--- src/rtl/dsm_pkg.sv ---
package dsm_pkg;

    // Classification of the input sample against the overrange thresholds
    typedef enum logic [1:0] {
        RANGE_LINEAR  = 2'd0,
        RANGE_OVER_HI = 2'd1,
        RANGE_OVER_LO = 2'd2
    } range_e;

endpackage

--- src/rtl/dsm_integrator.sv ---
module dsm_integrator #(
    parameter int ACC_W = 24,
    parameter int ADD_W = 18
) (
    input  logic                    clk,
    input  logic                    rst,
    input  logic                    en,
    input  logic                    hold,
    input  logic signed [ADD_W-1:0] addend,
    output logic signed [ACC_W-1:0] acc
);

    localparam int SUM_W = ACC_W + 1;
    localparam logic signed [SUM_W-1:0] POS_LIM = {2'b00, {(ACC_W-1){1'b1}}};
    localparam logic signed [SUM_W-1:0] NEG_LIM = {2'b11, {(ACC_W-2){1'b0}}, 1'b1};

    typedef struct packed {
        logic signed [ACC_W-1:0] acc;
    } integ_t;

    integ_t st_d, st_q;
    logic signed [SUM_W-1:0] sum_d;

    always_comb begin
        st_d  = st_q;
        sum_d = SUM_W'(st_q.acc) + SUM_W'(addend);
        if (en && !hold) begin
            if (sum_d > POS_LIM) begin
                st_d.acc = POS_LIM[ACC_W-1:0];
            end else if (sum_d < NEG_LIM) begin
                st_d.acc = NEG_LIM[ACC_W-1:0];
            end else begin
                st_d.acc = sum_d[ACC_W-1:0];
            end
        end
    end

    always_ff @(posedge clk) begin
        if (rst) begin
            st_q <= '0;
        end else begin
            st_q <= st_d;
        end
    end

    assign acc = st_q.acc;

    // Pinned at the upper bound, a non-negative addend must not move it
    assert_sat_high_R7: assert property (@(posedge clk) disable iff (rst)
        (en && !hold && acc == POS_LIM[ACC_W-1:0] && !addend[ADD_W-1])
        |=> (acc == POS_LIM[ACC_W-1:0]));

    // Pinned at the lower bound, a non-positive addend must not move it
    assert_sat_low_R7: assert property (@(posedge clk) disable iff (rst)
        (en && !hold && acc == NEG_LIM[ACC_W-1:0] && (addend[ADD_W-1] || addend == '0))
        |=> (acc == NEG_LIM[ACC_W-1:0]));

    // Stalled or frozen accumulators keep their value
    assert_freeze_R6: assert property (@(posedge clk) disable iff (rst)
        (!en || hold) |=> $stable(acc));

endmodule

--- src/rtl/dsm_quantizer.sv ---
module dsm_quantizer
    import dsm_pkg::*;
#(
    parameter int IN_W  = 16,
    parameter int ACC_W = 24
) (
    input  logic signed [IN_W-1:0]  x,
    input  logic signed [ACC_W-1:0] stage1,
    input  logic signed [ACC_W-1:0] stage2,
    output range_e                  range_o,
    output logic                    decide_o
);

    localparam int V_W = ACC_W + 3;
    localparam logic signed [IN_W-1:0] OVER_HI = {1'b0, {(IN_W-1){1'b1}}};
    localparam logic signed [IN_W-1:0] OVER_LO = {1'b1, {(IN_W-2){1'b0}}, 1'b1};

    logic signed [V_W-1:0] v_sum;

    always_comb begin
        // Feed-forward sum: second stage, weighted first stage, and the sample
        v_sum = V_W'(stage2) + (V_W'(stage1) <<< 1) + V_W'(x);

        if (x >= OVER_HI) begin
            range_o = RANGE_OVER_HI;
        end else if (x <= OVER_LO) begin
            range_o = RANGE_OVER_LO;
        end else begin
            range_o = RANGE_LINEAR;
        end

        unique case (range_o)
            RANGE_OVER_HI: decide_o = 1'b1;
            RANGE_OVER_LO: decide_o = 1'b0;
            default:       decide_o = ~v_sum[V_W-1];
        endcase
    end

endmodule

--- src/rtl/dsm_mod2_ff.sv ---
module dsm_mod2_ff
    import dsm_pkg::*;
#(
    parameter int IN_W  = 16,
    parameter int ACC_W = 24
) (
    input  logic                   clk,
    input  logic                   rst,
    input  logic                   en,
    input  logic signed [IN_W-1:0] din,
    output logic                   bit_out
);

    localparam int ERR_W = IN_W + 2;
    localparam logic signed [ERR_W-1:0] FB_POS = {3'b001, {(IN_W-1){1'b0}}};
    localparam logic signed [ERR_W-1:0] FB_NEG = {3'b111, {(IN_W-1){1'b0}}};
    localparam logic signed [IN_W-1:0]  TOP_CODE = {1'b0, {(IN_W-1){1'b1}}};
    localparam logic signed [IN_W-1:0]  LOW_EDGE = {1'b1, {(IN_W-2){1'b0}}, 1'b1};

    typedef struct packed {
        logic bit_o;
    } out_t;

    out_t                     st_d, st_q;
    logic signed [ACC_W-1:0]  stage1_q, stage2_q;
    logic signed [ERR_W-1:0]  err_d;
    logic                     decide;
    logic                     freeze;
    range_e                   rng;

    dsm_quantizer #(
        .IN_W  (IN_W),
        .ACC_W (ACC_W)
    ) u_quant (
        .x        (din),
        .stage1   (stage1_q),
        .stage2   (stage2_q),
        .range_o  (rng),
        .decide_o (decide)
    );

    always_comb begin
        freeze = (rng != RANGE_LINEAR);
        err_d  = ERR_W'(din) - (decide ? FB_POS : FB_NEG);
        st_d   = st_q;
        if (en) begin
            st_d.bit_o = decide;
        end
    end

    dsm_integrator #(
        .ACC_W (ACC_W),
        .ADD_W (ERR_W)
    ) u_stage1 (
        .clk    (clk),
        .rst    (rst),
        .en     (en),
        .hold   (freeze),
        .addend (err_d),
        .acc    (stage1_q)
    );

    dsm_integrator #(
        .ACC_W (ACC_W),
        .ADD_W (ACC_W)
    ) u_stage2 (
        .clk    (clk),
        .rst    (rst),
        .en     (en),
        .hold   (freeze),
        .addend (stage1_q),
        .acc    (stage2_q)
    );

    always_ff @(posedge clk) begin
        if (rst) begin
            st_q <= '0;
        end else begin
            st_q <= st_d;
        end
    end

    assign bit_out = st_q.bit_o;

    assert_reset_low_R1: assert property (@(posedge clk)
        rst |=> !bit_out);

    assert_over_high_R4: assert property (@(posedge clk) disable iff (rst)
        (en && din == TOP_CODE) |=> bit_out);

    assert_over_low_R5: assert property (@(posedge clk) disable iff (rst)
        (en && din <= LOW_EDGE) |=> !bit_out);

    assert_stall_hold_R6: assert property (@(posedge clk) disable iff (rst)
        !en |=> $stable(bit_out));

endmodule

--- config.mk ---
export PLATFORM = sky130hd
export DESIGN_NAME = dsm_mod2_ff
export DESIGN_NICKNAME = d
export VERILOG_FILES = /design/src/rtl/dsm_pkg.sv /design/src/rtl/dsm_integrator.sv /design/src/rtl/dsm_quantizer.sv /design/src/rtl/dsm_mod2_ff.sv
export SDC_FILE = /design/constraint.sdc
export NUM_CORES = 1
export LEC_CHECK = 0
export BUFFER_PORTS_ARGS = -buffer_cell sky130_fd_sc_hd__buf_2
export CORE_ASPECT_RATIO = 1.2
export CORE_MARGIN = 2
export CORE_UTILIZATION = 33
export CTS_CLUSTER_SIZE = 40
export DETAILED_ROUTE_END_ITERATION = 7
export GPL_TIMING_DRIVEN = 0
export HOLD_SLACK_MARGIN = 0.08
export PLACE_DENSITY_LB_ADDON = 0.3
export SKIP_CTS_REPAIR_TIMING = 1
export SLEW_MARGIN = 20
export SYNTH_ARGS = -nofsm -noshare
export SYNTH_HDL_FRONTEND = slang
export SYNTH_SLANG_ARGS = --single-unit
--- constraint.sdc ---
create_clock -name clk -period 8.6 [get_ports clk]
set_input_delay 1.72 -clock clk [delete_from_list [all_inputs] [get_ports clk]]
set_output_delay 1.72 -clock clk [all_outputs]
set_load 0.01 [all_outputs]
==> report_table.html, run 1 <==
<table>
<tr><th>Metric</th><th>Value</th></tr>
<tr><th colspan="2">Synth</th></tr>
<tr><td>Seq/Total Area, Yosys</td><td>15.6%</td></tr>
<tr><td>EDFF count, synth</td><td>0</td></tr>
<tr><td>Mapped Avg Cell Area</td><td>7.97 sq um</td></tr>
<tr><td>Number of warnings reported in the yosys synthesis log</td><td>0</td></tr>
<tr><td>Number of distinct library cells after synthesis</td><td>86</td></tr>
<tr><td>Number of register bits inferred by synthesis</td><td>49</td></tr>
<tr><td>Gate Count Post-Synth</td><td>789</td></tr>
<tr><td>Post-synthesis async set-or-reset flop share</td><td>0%</td></tr>
<tr><td>Ys flop type</td><td>sky130_fd_sc_hd__dfxtp_1</td></tr>
<tr><td>Number of nets in the synthesized netlist</td><td>902</td></tr>
<tr><td>Post-Synthesis Cell Area</td><td>6290 sq um</td></tr>
<tr><th colspan="2">Floorplanning</th></tr>
<tr><td>Floorplan die area</td><td>20,200 sq um</td></tr>
<tr><td>Horizontal die dimension</td><td>130 um</td></tr>
<tr><td>I/O pin total</td><td>20</td></tr>
<tr><td>Initial standard-cell utilization of the core</td><td>33.5%</td></tr>
<tr><td>Standard-cell rows</td><td>55</td></tr>
<tr><td>Core box area</td><td>~19,000 sq um</td></tr>
<tr><td>Die span in y</td><td>approximately 160 um</td></tr>
<tr><th colspan="2">Clocking</th></tr>
<tr><td>Deepest clock path buffer count</td><td>2</td></tr>
<tr><td>Clock Latency Late Sink</td><td>0.30 ns</td></tr>
<tr><td>Clock transition at the register clock pins on the worst setup and hold paths after CTS</td><td>0.07 ns</td></tr>
<tr><td>Clock tree from TritonCTS</td><td>done</td></tr>
<tr><td>Root buffer cell</td><td>sky130_fd_sc_hd__clkbuf_16</td></tr>
<tr><td>Sink Count</td><td>49</td></tr>
<tr><td>CTS buffer count</td><td>5</td></tr>
<tr><td>Clock H-tree levels</td><td>2</td></tr>
<tr><th colspan="2">Routing</th></tr>
<tr><td>Wire per inst</td><td>around 17 um</td></tr>
<tr><td>DR DRC count</td><td>0</td></tr>
<tr><td>DRT Wirelength</td><td>18.7 mm</td></tr>
<tr><td>Violation count after the first detailed-routing iteration</td><td>about 420</td></tr>
<tr><td>Number of vias after detailed routing</td><td>between 5,000 and 6,000</td></tr>
<tr><td>Initial DRT Pass Iterations</td><td>5</td></tr>
<tr><td>Post-route ant nets</td><td>0</td></tr>
<tr><td>Routed via count divided by cell count</td><td>5.56</td></tr>
<tr><th colspan="2">Placement</th></tr>
<tr><td>Final weighted congestion of routability-driven global placement</td><td>0.891</td></tr>
<tr><td>Final HPWL DP</td><td>15.4 mm</td></tr>
<tr><td>Number of I/O port buffers</td><td>19</td></tr>
<tr><td>Instance area at placement</td><td>6700 sq um</td></tr>
<tr><td>Number of cells after detailed placement</td><td>1,064</td></tr>
<tr><th colspan="2">STA</th></tr>
<tr><td>Post-Route Skew</td><td>0.0136 ns</td></tr>
<tr><td>Count of final max-slew check failures</td><td>0</td></tr>
<tr><td>Fin Setup TNS</td><td>0 ns</td></tr>
<tr><td>Slew at the pin closest to its max-slew limit</td><td>0.758 ns</td></tr>
<tr><td>Fmax</td><td>0.126 GHz</td></tr>
<tr><td>Time the worst path needs with I/O delays and setup</td><td>7.91 ns</td></tr>
<tr><td>Setup repair after global routing missed its margin</td><td>no</td></tr>
<tr><td>Fin crit share</td><td>92.0%</td></tr>
<tr><td>Fin. Hold Viols</td><td>0</td></tr>
<tr><td>Max-slew headroom at the worst pin</td><td>48.2%</td></tr>
<tr><td>Total setup violations reported at the end of the flow</td><td>0</td></tr>
<tr><th colspan="2">Critical path</th></tr>
<tr><td>Critical Path RT</td><td>8.81 ns</td></tr>
<tr><td>Endpoint type of the worst setup path</td><td>flip-flop</td></tr>
<tr><td>Maximum fanout along the worst path</td><td>10</td></tr>
<tr><td>Worst-path cell with the longest stage delay</td><td>sky130_fd_sc_hd__fa_1</td></tr>
<tr><td>Most prevalent standard cell on the critical path</td><td>sky130_fd_sc_hd__a21o_1</td></tr>
<tr><td>Stage delay of the slowest cell on the critical path</td><td>around 0.52 ns</td></tr>
<tr><td>Type of the worst setup path</td><td>in -&gt; reg</td></tr>
<tr><td>Worst endpoint data arrival time</td><td>roughly 8 ns</td></tr>
<tr><td>Type of element launching the critical path</td><td>input pin</td></tr>
<tr><th colspan="2">Final layout</th></tr>
<tr><td>Area of the multi-input gates</td><td>4850 sq um</td></tr>
<tr><td>Area growth, synth to finish</td><td>8.82%</td></tr>
<tr><td>Filler-free cell count of the finished design</td><td>approximately 1,100</td></tr>
<tr><td>Ratio of cells with drive above 1 in the final layout</td><td>10.5%</td></tr>
<tr><td>Count of filler cells inserted in the layout</td><td>1,956</td></tr>
<tr><td>FF+latch area</td><td>981 sq um</td></tr>
<tr><td>Number of nets in the layout</td><td>928</td></tr>
<tr><td>Ant diodes</td><td>0</td></tr>
<tr><td>Finished Cell Area</td><td>6840 sq um</td></tr>
<tr><th colspan="2">Global routing</th></tr>
<tr><td>First-pass GRT wire length</td><td>30.1 mm</td></tr>
<tr><td>GR Util All Layers</td><td>18.9%</td></tr>
<tr><td>Vias in the first global route</td><td>5,853</td></tr>
<tr><td>Largest net degree at the start of global routing</td><td>15</td></tr>
<tr><td>Total congestion overflow</td><td>0</td></tr>
<tr><td>Initial antenna violation count</td><td>0</td></tr>
<tr><th colspan="2">Worst hold path</th></tr>
<tr><td>Path type of the worst min-delay path</td><td>reg -&gt; reg</td></tr>
<tr><th colspan="2">Flow run</th></tr>
<tr><td># Max-Cap Violations</td><td>0</td></tr>
<tr><th colspan="2">Outcome</th></tr>
<tr><td>Result of the run</td><td>finished clean</td></tr>
</table>
==> final timing paths <==
| path | start | to | slack [ns] | cells after the start |
|---|---|---|---|---|
| setup reg to reg | u_stage1.acc[1]$_SDFFE_PP0P_ | u_stage1.acc[16]$_SDFFE_PP0P_ | 1.74 | 28 |
| setup / recovery | din[2] | u_stage1.acc[16]$_SDFFE_PP0P_ | 0.69 | 29 |
| hold reg to reg | bit_out$_SDFFE_PP0P_ | bit_out$_SDFFE_PP0P_ | 0.52 | 2 |
| hold / removal | bit_out$_SDFFE_PP0P_ | bit_out$_SDFFE_PP0P_ | 0.52 | 2 |
==> final cells by class <==
type / count / area share [%]
multi-input combinational: 638 / 70.9
timing repair buffer: 19 / 1.39
clock inverter: 2 / 0.146
buffer: 34 / 2.96
tap: 256 / 4.68
sequential: 49 / 14.3
clock buffer: 6 / 1.88
inverter: 68 / 3.73
==> layout by cell type (no fill, tap or decap), types with 5 or more instances in the layout <==
master	instances
sky130_fd_sc_hd__nor2b_1	8
sky130_fd_sc_hd__nand3_1	22
sky130_fd_sc_hd__dfxtp_1	49
sky130_fd_sc_hd__a22oi_1	5
sky130_fd_sc_hd__o21ai_0	26
sky130_fd_sc_hd__o21bai_1	7
sky130_fd_sc_hd__o31ai_1	5
sky130_fd_sc_hd__o21ai_1	11
sky130_fd_sc_hd__or3_1	5
sky130_fd_sc_hd__buf_6	6
sky130_fd_sc_hd__nor4_1	7
sky130_fd_sc_hd__xor2_1	14
sky130_fd_sc_hd__a311oi_1	15
sky130_fd_sc_hd__and3_1	5
sky130_fd_sc_hd__o211ai_1	8
sky130_fd_sc_hd__nand4_1	13
sky130_fd_sc_hd__a21o_1	22
sky130_fd_sc_hd__or4_1	6
sky130_fd_sc_hd__fa_1	26
sky130_fd_sc_hd__a211oi_1	16
sky130_fd_sc_hd__o21a_1	5
sky130_fd_sc_hd__clkbuf_1	18
sky130_fd_sc_hd__and2_1	6
sky130_fd_sc_hd__a21oi_1	51
sky130_fd_sc_hd__o221a_2	18
sky130_fd_sc_hd__ha_1	68
sky130_fd_sc_hd__nand2_1	71
sky130_fd_sc_hd__xnor2_1	25
sky130_fd_sc_hd__clkbuf_16	5
sky130_fd_sc_hd__inv_1	64
sky130_fd_sc_hd__buf_2	27
sky130_fd_sc_hd__nor3_1	31
sky130_fd_sc_hd__nand2b_1	6
sky130_fd_sc_hd__a31oi_1	8
sky130_fd_sc_hd__nor2_1	58
==> logic make-up (layout without fill, tap and decap cells) <==
kind of cell	count (synthesis)	in the layout	synth area share [%]
multiplexers	4	4	0.717
AND/OR/NAND/NOR	256	256	20.2
AO/OA/AOI/OAI	242	242	28.3
flip-flops	49	49	15.6
buffers and inverters	102	129	7.28
adder cells (fa/ha/maj)	96	96	22.1
XOR/XNOR	40	40	5.69
==> Yosys cell counts (8+ instances only) <==
cell | instances | area [sq um]
sky130_fd_sc_hd__buf_2 | 8 | 40.0
sky130_fd_sc_hd__xor2_1 | 14 | 123
sky130_fd_sc_hd__o21ai_1 | 11 | 55.1
sky130_fd_sc_hd__ha_1 | 68 | 851
sky130_fd_sc_hd__o221a_2 | 18 | 203
sky130_fd_sc_hd__o21ai_0 | 26 | 130
sky130_fd_sc_hd__a31oi_1 | 8 | 50.1
sky130_fd_sc_hd__nand4_1 | 13 | 81.3
sky130_fd_sc_hd__nor3_1 | 31 | 155
sky130_fd_sc_hd__xnor2_1 | 25 | 219
sky130_fd_sc_hd__a21oi_1 | 51 | 255
sky130_fd_sc_hd__a211oi_1 | 16 | 120
sky130_fd_sc_hd__nand3_1 | 22 | 110
sky130_fd_sc_hd__nand2_1 | 71 | 267
sky130_fd_sc_hd__nor2b_1 | 8 | 50.1
sky130_fd_sc_hd__a21o_1 | 22 | 165
sky130_fd_sc_hd__dfxtp_1 | 49 | 981
sky130_fd_sc_hd__o211ai_1 | 8 | 60.1
sky130_fd_sc_hd__fa_1 | 26 | 521
sky130_fd_sc_hd__a311oi_1 | 15 | 131
sky130_fd_sc_hd__nor2_1 | 58 | 218
sky130_fd_sc_hd__clkbuf_1 | 17 | 63.8
sky130_fd_sc_hd__inv_1 | 64 | 240
==> worst max-delay path: cells and delay by family <==
family	cells	cell delay, ns
fa+ha+maj	4	1.52
simple gates	4	0.68
xor+xnor	2	0.46
buf+inv	5	0.69
compound gates	14	3.03
==> stage by stage <==
step	worst slack, ns	utilization (%)	hold slack, ns
2_1_floorplan	1.59	-	0.494
3_3_place_gp	0.375	35.7	0.509
3_5_place_dp	0.390	35.7	0.518
4_1_cts	0.683	36.4	0.527
5_1_grt	0.298	36.4	0.551
6_report	0.689	36.4	0.523
==> metal layers <==
metal	part of all wire [%]	vias up	routed length (um)	track usage, %
met3	2.4	26	458	0.963
li1	-	2974	-	-
met5	0	-	0	0
met1	43	2839	8150	22.5
met2	52	122	9690	35.4
met4	2.3	0	433	6.71
==> state kept, by name, summed over array words and instances, names as in the netlist <==
name          cells
bit_out           1
u_stage1.acc     24
u_stage2.acc     24
Power of run 1 is not shown: default switching activity piles up to over one toggle a cycle in this logic, so the estimate is an artifact.
==> run 2: changes to the inputs <==
--- a/config.mk
+++ b/config.mk
@@ -6,6 +6,8 @@
 export NUM_CORES = 1
 export LEC_CHECK = 0
 export BUFFER_PORTS_ARGS = -buffer_cell sky130_fd_sc_hd__buf_2
+export CELL_PAD_IN_SITES_DETAIL_PLACEMENT = 2
+export CELL_PAD_IN_SITES_GLOBAL_PLACEMENT = 2
 export CORE_ASPECT_RATIO = 1.2
 export CORE_MARGIN = 2
 export CORE_UTILIZATION = 33
==> run 2 against run 1 <==
Against the previous run: utilization about the same; highest routed layer unchanged; largest cell class unchanged; critical endpoint is now u_stage1.acc[15]$_SDFFE_PP0P_; fmax down 1.6%; critical path depth unchanged; final area about the same; final cell count about the same; first-iteration DRC count down 45%; sequential share of layout area about the same.
==> report_table.html, run 2 (same netlist as run 1, synthesis figures left out) <==
<table>
<tr><th>Metric</th><th>Value</th></tr>
<tr><th colspan="2">Outcome</th></tr>
<tr><td>Result of the run</td><td>finished clean (unchanged)</td></tr>
<tr><th colspan="2">Routing</th></tr>
<tr><td>Wire per inst</td><td>21.8 um (was 17.5 um)</td></tr>
<tr><td>Routed via count divided by cell count</td><td>5.78 (was 5.56)</td></tr>
<tr><td>Violation count after the first detailed-routing iteration</td><td>232 (was 421)</td></tr>
<tr><td>DRT Wirelength</td><td>23.3 mm (was 18.7 mm)</td></tr>
<tr><td>Post-route ant nets</td><td>0 (unchanged)</td></tr>
<tr><td>Initial DRT Pass Iterations</td><td>4 (was 5)</td></tr>
<tr><td>Number of vias after detailed routing</td><td>6,194 (was 5,961)</td></tr>
<tr><td>DR DRC count</td><td>0 (unchanged)</td></tr>
<tr><th colspan="2">Final layout</th></tr>
<tr><td>Number of nets in the layout</td><td>928 (unchanged)</td></tr>
<tr><td>Area growth, synth to finish</td><td>8.88% (was 8.82%)</td></tr>
<tr><td>Filler-free cell count of the finished design</td><td>1,071 (was 1,072)</td></tr>
<tr><td>Ratio of cells with drive above 1 in the final layout</td><td>10.4% (was 10.5%)</td></tr>
<tr><td>Most common cell after layout, fill and taps aside</td><td>sky130_fd_sc_hd__nand2_1 (unchanged)</td></tr>
<tr><td>Ant diodes</td><td>0 (unchanged)</td></tr>
<tr><td>Commonest non-fill, non-tap cells in the layout</td><td>sky130_fd_sc_hd__nand2_1 (71), sky130_fd_sc_hd__ha_1 (68), sky130_fd_sc_hd__inv_1 (64), sky130_fd_sc_hd__nor2_1 (58), sky130_fd_sc_hd__a21oi_1 (51) (unchanged)</td></tr>
<tr><td>Finished Cell Area</td><td>6840 sq um (about the same)</td></tr>
<tr><th colspan="2">STA</th></tr>
<tr><td>Fmax</td><td>0.124 GHz (was 0.126 GHz)</td></tr>
<tr><td>Time the worst path needs with I/O delays and setup</td><td>8.04 ns (was 7.91 ns)</td></tr>
<tr><td>Fin Setup TNS</td><td>0 ns (unchanged)</td></tr>
<tr><td>Fin. Hold Viols</td><td>0 (unchanged)</td></tr>
<tr><td>Fin crit share</td><td>93.5% (was 92.0%)</td></tr>
<tr><td>Post-Route Skew</td><td>0.00826 ns (was 0.0136 ns)</td></tr>
<tr><td>Slew at the pin closest to its max-slew limit</td><td>0.883 ns (was 0.758 ns)</td></tr>
<tr><td>Least setup slack across all paths after layout</td><td>0.559 ns (was 0.689 ns)</td></tr>
<tr><td>Count of final max-slew check failures</td><td>0 (unchanged)</td></tr>
<tr><td>Max-slew headroom at the worst pin</td><td>39.6% (was 48.2%)</td></tr>
<tr><td>Setup repair after global routing missed its margin</td><td>no (unchanged)</td></tr>
<tr><td>Total setup violations reported at the end of the flow</td><td>0 (unchanged)</td></tr>
<tr><th colspan="2">Critical path</th></tr>
<tr><td>Most prevalent standard cell on the critical path</td><td>sky130_fd_sc_hd__a21o_1 (unchanged)</td></tr>
<tr><td>Worst endpoint data arrival time</td><td>8.23 ns (was 8.12 ns)</td></tr>
<tr><td>Type of the worst setup path</td><td>in -&gt; reg (unchanged)</td></tr>
<tr><td>Endpoint type of the worst setup path</td><td>flip-flop (unchanged)</td></tr>
<tr><td>Critical Path RT</td><td>8.79 ns (was 8.81 ns)</td></tr>
<tr><td>Maximum fanout along the worst path</td><td>10 (unchanged)</td></tr>
<tr><td>Family with the most delay on the worst path</td><td>compound AO/OA/AOI/OAI gates (unchanged)</td></tr>
<tr><td>Stage delay of the slowest cell on the critical path</td><td>0.56 ns (was 0.52 ns)</td></tr>
<tr><td>Worst-path cell with the longest stage delay</td><td>sky130_fd_sc_hd__fa_1 (unchanged)</td></tr>
<tr><td>Type of element launching the critical path</td><td>input pin (unchanged)</td></tr>
<tr><td>Number of buffer and inverter stages on the critical path</td><td>5 (unchanged)</td></tr>
<tr><th colspan="2">Floorplanning</th></tr>
<tr><td>Standard-cell rows</td><td>55 (unchanged)</td></tr>
<tr><td>Floorplan die area</td><td>20,200 sq um (unchanged)</td></tr>
<tr><td>Initial standard-cell utilization of the core</td><td>33.5% (unchanged)</td></tr>
<tr><td>Horizontal die dimension</td><td>130 um (unchanged)</td></tr>
<tr><td>I/O pin total</td><td>20 (unchanged)</td></tr>
<tr><td>Core box area</td><td>18,800 sq um (unchanged)</td></tr>
<tr><td>Die span in y</td><td>155 um (unchanged)</td></tr>
<tr><th colspan="2">Clocking</th></tr>
<tr><td>Clock Latency Late Sink</td><td>0.30 ns (about the same)</td></tr>
<tr><td>Deepest clock path buffer count</td><td>2 (unchanged)</td></tr>
<tr><td>CTS buffer count</td><td>5 (unchanged)</td></tr>
<tr><td>Clock tree from TritonCTS</td><td>done (unchanged)</td></tr>
<tr><td>Clock H-tree levels</td><td>2 (unchanged)</td></tr>
<tr><td>Clock transition at the register clock pins on the worst setup and hold paths after CTS</td><td>0.07 ns (about the same)</td></tr>
<tr><td>Sink Count</td><td>49 (unchanged)</td></tr>
<tr><td>Root buffer cell</td><td>sky130_fd_sc_hd__clkbuf_16 (unchanged)</td></tr>
<tr><th colspan="2">Placement</th></tr>
<tr><td>Final HPWL DP</td><td>19.8 mm (was 15.4 mm)</td></tr>
<tr><td>Number of I/O port buffers</td><td>19 (unchanged)</td></tr>
<tr><td>Final weighted congestion of routability-driven global placement</td><td>0.825 (was 0.891)</td></tr>
<tr><td>Number of cells after detailed placement</td><td>1,064 (unchanged)</td></tr>
<tr><td>Setup slack after placement</td><td>0.172 ns (was 0.390 ns)</td></tr>
<tr><td>Instance area at placement</td><td>6700 sq um (unchanged)</td></tr>
<tr><th colspan="2">Global routing</th></tr>
<tr><td>GR Util All Layers</td><td>23.8% (was 18.9%)</td></tr>
<tr><td>Largest net degree at the start of global routing</td><td>14 (was 15)</td></tr>
<tr><td>First-pass GRT wire length</td><td>37.4 mm (was 30.1 mm)</td></tr>
<tr><td>Vias in the first global route</td><td>6,947 (was 5,853)</td></tr>
<tr><td>Total congestion overflow</td><td>0 (unchanged)</td></tr>
<tr><td>Initial antenna violation count</td><td>0 (unchanged)</td></tr>
<tr><th colspan="2">Flow run</th></tr>
<tr><td># Max-Cap Violations</td><td>0 (unchanged)</td></tr>
<tr><th colspan="2">Worst hold path</th></tr>
<tr><td>Path type of the worst min-delay path</td><td>reg -&gt; reg (unchanged)</td></tr>
</table>
[run 2: path summary, 6_finish.rpt]
path,cells after the start,endpoint,slack [ns],from
setup / recovery,29,u_stage1.acc[15]$_SDFFE_PP0P_,0.56,din[2]
hold / removal,2,u_stage2.acc[21]$_SDFFE_PP0P_,0.55,u_stage2.acc[21]$_SDFFE_PP0P_
setup reg to reg,28,u_stage1.acc[15]$_SDFFE_PP0P_,1.57,u_stage1.acc[1]$_SDFFE_PP0P_
hold reg to reg,2,u_stage2.acc[21]$_SDFFE_PP0P_,0.55,u_stage2.acc[21]$_SDFFE_PP0P_
[run 2: cell type report]
type                       count  area (sq um)
clock buffer                   7           143
sequential                    49           981
multi-input combinational    638          4850
fill                        2191         11900
tap                          256           320
buffer                        34           203
inverter                      68           255
timing repair buffer          19          95.1
[run 2: metrics by stage]
step / hold WS, ns / utilization [%]
3_3_place_gp: 0.513 / 35.7
4_1_cts: 0.557 / 36.4
6_report: 0.555 / 36.4
2_1_floorplan: 0.494 / -
5_1_grt: 0.597 / 36.4
3_5_place_dp: 0.547 / 35.7
[run 2: worst reg2reg max path: cells and delay by family (launching register included)]
| family | cells | cell delay (ns) |
|---|---|---|
| compound gates | 13 | 3.02 |
| fa+ha+maj | 4 | 1.54 |
| buf+inv | 4 | 0.62 |
| flops | 1 | 0.50 |
| xor+xnor | 2 | 0.48 |
| simple gates | 5 | 0.75 |
[run 2: layer usage]
layer / global-route usage, % / wire, um / vias to the layer above
li1: - / - / 2957
met1: 27.4 / 9710 / 3112
met2: 45.4 / 12400 / 78
met3: 1.27 / 359 / 47
met4: 9.06 / 853 / 0
met5: 0 / 0 / -
Power of run 2 is left out for the same reason.
==> run 3: changes to the inputs <==
--- a/config.mk
+++ b/config.mk
@@ -15,7 +15,7 @@
 export DETAILED_ROUTE_END_ITERATION = 7
 export GPL_TIMING_DRIVEN = 0
 export HOLD_SLACK_MARGIN = 0.08
-export PLACE_DENSITY_LB_ADDON = 0.3
+export PLACE_DENSITY = 0.8
 export SKIP_CTS_REPAIR_TIMING = 1
 export SLEW_MARGIN = 20
 export SYNTH_ARGS = -nofsm -noshare
==> run 3 against run 2 <==
Against the previous run: die area did not move; setup slack improved by 0.086 ns; sequential share of layout area barely moved; routed wire length rose by 2.6%; final area rose by 0.22%; via count rose by 0.90%; worst hold slack got worse by 0.032 ns; global-route usage rose by 0.80 points; clock-buffer cell count did not move; non-clock buffer count did not move; first-iteration DRC count rose by 45%; critical path type unchanged; largest cell class unchanged; highest routed layer unchanged.
==> report_table.html, run 3 (same netlist as run 1, synthesis figures left out) <==
<table>
<tr><th>Metric</th><th>Value</th></tr>
<tr><th colspan="2">Critical path</th></tr>
<tr><td>Critical Path RT</td><td>8.80 ns (was 8.79 ns)</td></tr>
<tr><td>Type of the worst setup path</td><td>in -&gt; reg (unchanged)</td></tr>
<tr><td>Number of buffer and inverter stages on the critical path</td><td>5 (unchanged)</td></tr>
<tr><td>Stage delay of the slowest cell on the critical path</td><td>0.53 ns (was 0.56 ns)</td></tr>
<tr><td>Type of element launching the critical path</td><td>input pin (unchanged)</td></tr>
<tr><td>Family with the most delay on the worst path</td><td>compound AO/OA/AOI/OAI gates (unchanged)</td></tr>
<tr><td>Cell depth of the worst flop-to-flop path</td><td>28 (unchanged)</td></tr>
<tr><td>Maximum fanout along the worst path</td><td>10 (unchanged)</td></tr>
<tr><td>Register-to-register setup slack</td><td>1.65 ns (was 1.57 ns)</td></tr>
<tr><td>Worst endpoint data arrival time</td><td>8.16 ns (was 8.23 ns)</td></tr>
<tr><td>End of the worst register-to-register path</td><td>u_stage1.acc[16]$_SDFFE_PP0P_ (was u_stage1.acc[15]$_SDFFE_PP0P_)</td></tr>
<tr><td>Worst-path cell with the longest stage delay</td><td>sky130_fd_sc_hd__fa_1 (unchanged)</td></tr>
<tr><td>Endpoint type of the worst setup path</td><td>flip-flop (unchanged)</td></tr>
<tr><td>Most prevalent standard cell on the critical path</td><td>sky130_fd_sc_hd__a21o_1 (unchanged)</td></tr>
<tr><td>Crit Reg-Reg Startpoint</td><td>u_stage1.acc[1]$_SDFFE_PP0P_ (unchanged)</td></tr>
<tr><th colspan="2">Floorplanning</th></tr>
<tr><td>Standard-cell rows</td><td>55 (unchanged)</td></tr>
<tr><td>Initial standard-cell utilization of the core</td><td>33.5% (unchanged)</td></tr>
<tr><td>Floorplan die area</td><td>20,200 sq um (unchanged)</td></tr>
<tr><td>Core box area</td><td>18,800 sq um (unchanged)</td></tr>
<tr><td>Die span in y</td><td>155 um (unchanged)</td></tr>
<tr><td>I/O pin total</td><td>20 (unchanged)</td></tr>
<tr><td>Horizontal die dimension</td><td>130 um (unchanged)</td></tr>
<tr><th colspan="2">Placement</th></tr>
<tr><td>Final HPWL DP</td><td>20.2 mm (was 19.8 mm)</td></tr>
<tr><td>Setup slack after placement</td><td>0.436 ns (was 0.172 ns)</td></tr>
<tr><td>Final weighted congestion of routability-driven global placement</td><td>0.831 (was 0.825)</td></tr>
<tr><td>Number of I/O port buffers</td><td>19 (unchanged)</td></tr>
<tr><th colspan="2">Final layout</th></tr>
<tr><td>Ant diodes</td><td>0 (unchanged)</td></tr>
<tr><td>Commonest non-fill, non-tap cells in the layout</td><td>sky130_fd_sc_hd__nand2_1 (71), sky130_fd_sc_hd__ha_1 (68), sky130_fd_sc_hd__inv_1 (64), sky130_fd_sc_hd__nor2_1 (58), sky130_fd_sc_hd__a21oi_1 (51) (unchanged)</td></tr>
<tr><td>Count of filler cells inserted in the layout</td><td>2,222 (was 2,191)</td></tr>
<tr><td>Area of the multi-input gates</td><td>4850 sq um (unchanged)</td></tr>
<tr><td>Area growth, synth to finish</td><td>9.12% (was 8.88%)</td></tr>
<tr><td>Ratio of cells with drive above 1 in the final layout</td><td>10.7% (was 10.4%)</td></tr>
<tr><td>Number of nets in the layout</td><td>928 (unchanged)</td></tr>
<tr><td>Most common cell after layout, fill and taps aside</td><td>sky130_fd_sc_hd__nand2_1 (unchanged)</td></tr>
<tr><td>FF+latch area</td><td>981 sq um (unchanged)</td></tr>
<tr><td>Final standard cell utilization of the core</td><td>36.5% (was 36.4%)</td></tr>
<tr><th colspan="2">Clocking</th></tr>
<tr><td>Sink Count</td><td>49 (unchanged)</td></tr>
<tr><td>CTS buffer count</td><td>5 (unchanged)</td></tr>
<tr><td>Clock tree from TritonCTS</td><td>done (unchanged)</td></tr>
<tr><td>Clock Latency Late Sink</td><td>0.30 ns (about the same)</td></tr>
<tr><td>Deepest clock path buffer count</td><td>2 (unchanged)</td></tr>
<tr><td>Root buffer cell</td><td>sky130_fd_sc_hd__clkbuf_16 (unchanged)</td></tr>
<tr><td>Clock transition at the register clock pins on the worst setup and hold paths after CTS</td><td>0.07 ns (about the same)</td></tr>
<tr><td>Clock H-tree levels</td><td>2 (unchanged)</td></tr>
<tr><th colspan="2">Outcome</th></tr>
<tr><td>Result of the run</td><td>finished clean (unchanged)</td></tr>
<tr><th colspan="2">Routing</th></tr>
<tr><td>DR DRC count</td><td>0 (unchanged)</td></tr>
<tr><td>Number of vias after detailed routing</td><td>6,250 (was 6,194)</td></tr>
<tr><td>Post-route ant nets</td><td>0 (unchanged)</td></tr>
<tr><td>Routed via count divided by cell count</td><td>5.83 (was 5.78)</td></tr>
<tr><td>Violation count after the first detailed-routing iteration</td><td>337 (was 232)</td></tr>
<tr><td>Wire per inst</td><td>22.3 um (was 21.8 um)</td></tr>
<tr><td>DRT Wirelength</td><td>23.9 mm (was 23.3 mm)</td></tr>
<tr><td>Initial DRT Pass Iterations</td><td>4 (unchanged)</td></tr>
<tr><th colspan="2">Worst hold path</th></tr>
<tr><td>Min-Delay Endpoint</td><td>bit_out$_SDFFE_PP0P_ (was u_stage2.acc[21]$_SDFFE_PP0P_)</td></tr>
<tr><td>Path type of the worst min-delay path</td><td>reg -&gt; reg (unchanged)</td></tr>
<tr><td>Cell depth of the worst hold path</td><td>2 (unchanged)</td></tr>
<tr><td>Start point of the worst hold path</td><td>bit_out$_SDFFE_PP0P_ (was u_stage2.acc[21]$_SDFFE_PP0P_)</td></tr>
<tr><th colspan="2">STA</th></tr>
<tr><td>Time the worst path needs with I/O delays and setup</td><td>7.96 ns (was 8.04 ns)</td></tr>
<tr><td>Fin crit share</td><td>92.5% (was 93.5%)</td></tr>
<tr><td>Total setup violations reported at the end of the flow</td><td>0 (unchanged)</td></tr>
<tr><td>Max-slew headroom at the worst pin</td><td>47.6% (was 39.6%)</td></tr>
<tr><td>Fin. Hold Viols</td><td>0 (unchanged)</td></tr>
<tr><td>Least setup slack across all paths after layout</td><td>0.645 ns (was 0.559 ns)</td></tr>
<tr><td>Count of final max-slew check failures</td><td>0 (unchanged)</td></tr>
<tr><td>Slew at the pin closest to its max-slew limit</td><td>0.778 ns (was 0.883 ns)</td></tr>
<tr><td>Fmax</td><td>0.126 GHz (was 0.124 GHz)</td></tr>
<tr><td>Setup repair after global routing missed its margin</td><td>no (unchanged)</td></tr>
<tr><td>Fin Setup TNS</td><td>0 ns (unchanged)</td></tr>
<tr><td>Post-Route Skew</td><td>0.00849 ns (was 0.00826 ns)</td></tr>
<tr><th colspan="2">Global routing</th></tr>
<tr><td>Largest net degree at the start of global routing</td><td>15 (was 14)</td></tr>
<tr><td>GR Util All Layers</td><td>24.6% (was 23.8%)</td></tr>
<tr><td>Initial antenna violation count</td><td>0 (unchanged)</td></tr>
<tr><td>First-pass GRT wire length</td><td>38.6 mm (was 37.4 mm)</td></tr>
<tr><td>Vias in the first global route</td><td>7,036 (was 6,947)</td></tr>
<tr><td>Total congestion overflow</td><td>0 (unchanged)</td></tr>
<tr><th colspan="2">Flow run</th></tr>
<tr><td># Max-Cap Violations</td><td>0 (unchanged)</td></tr>
</table>
-- run 3: cell count changes in the layout (fill, tap and decap cells not counted), sizes merged --
cell	change
clkinv	+1
-- run 3: worst min-delay path: stages (launching register included) --
cell	delay, ns
sky130_fd_sc_hd__dfxtp_1	0.31
sky130_fd_sc_hd__nor2_1	0.11
sky130_fd_sc_hd__a211oi_1	0.06
-- run 3: cell type report --
cell class	instances	area share, %
buffer	34	2.96
clock buffer	7	2.23
clock inverter	1	0.0730
inverter	68	3.72
multi-input combinational	638	70.7
sequential	49	14.3
tap	256	4.67
timing repair buffer	19	1.39
-- run 3: worst max path at each step --
stage               startpoint                            end  slack, ns  cells past startpoint
detailed placement      din[2]   u_stage1.acc[0]$_SDFFE_PP0P_       0.44                     29
CTS                     din[2]  u_stage1.acc[16]$_SDFFE_PP0P_       0.62                     29
floorplan               din[2]   u_stage1.acc[0]$_SDFFE_PP0P_       1.59                     28
global placement        din[2]   u_stage1.acc[0]$_SDFFE_PP0P_       0.41                     29
global route            din[2]  u_stage1.acc[16]$_SDFFE_PP0P_       0.24                     29
finish                  din[2]  u_stage1.acc[16]$_SDFFE_PP0P_       0.64                     29
-- run 3: per-layer routing --
layer	track usage, %	share of wire, %
met1	28.2	41
met2	46.8	54
met3	1.79	1.7
met4	9.01	3.2
met5	0	0
-- run 3: per-stage QoR --
stage                     cell area, sq um  std cells  hold slack, ns
after floorplan                       6290        789           0.494
after global placement                6700       1064           0.497
after detailed placement              6700       1064           0.521
after CTS                             6860       1072           0.536
after global routing                  6860       1072           0.547
final                                 6860       1072           0.523
Power of run 3 is left out for the same reason.
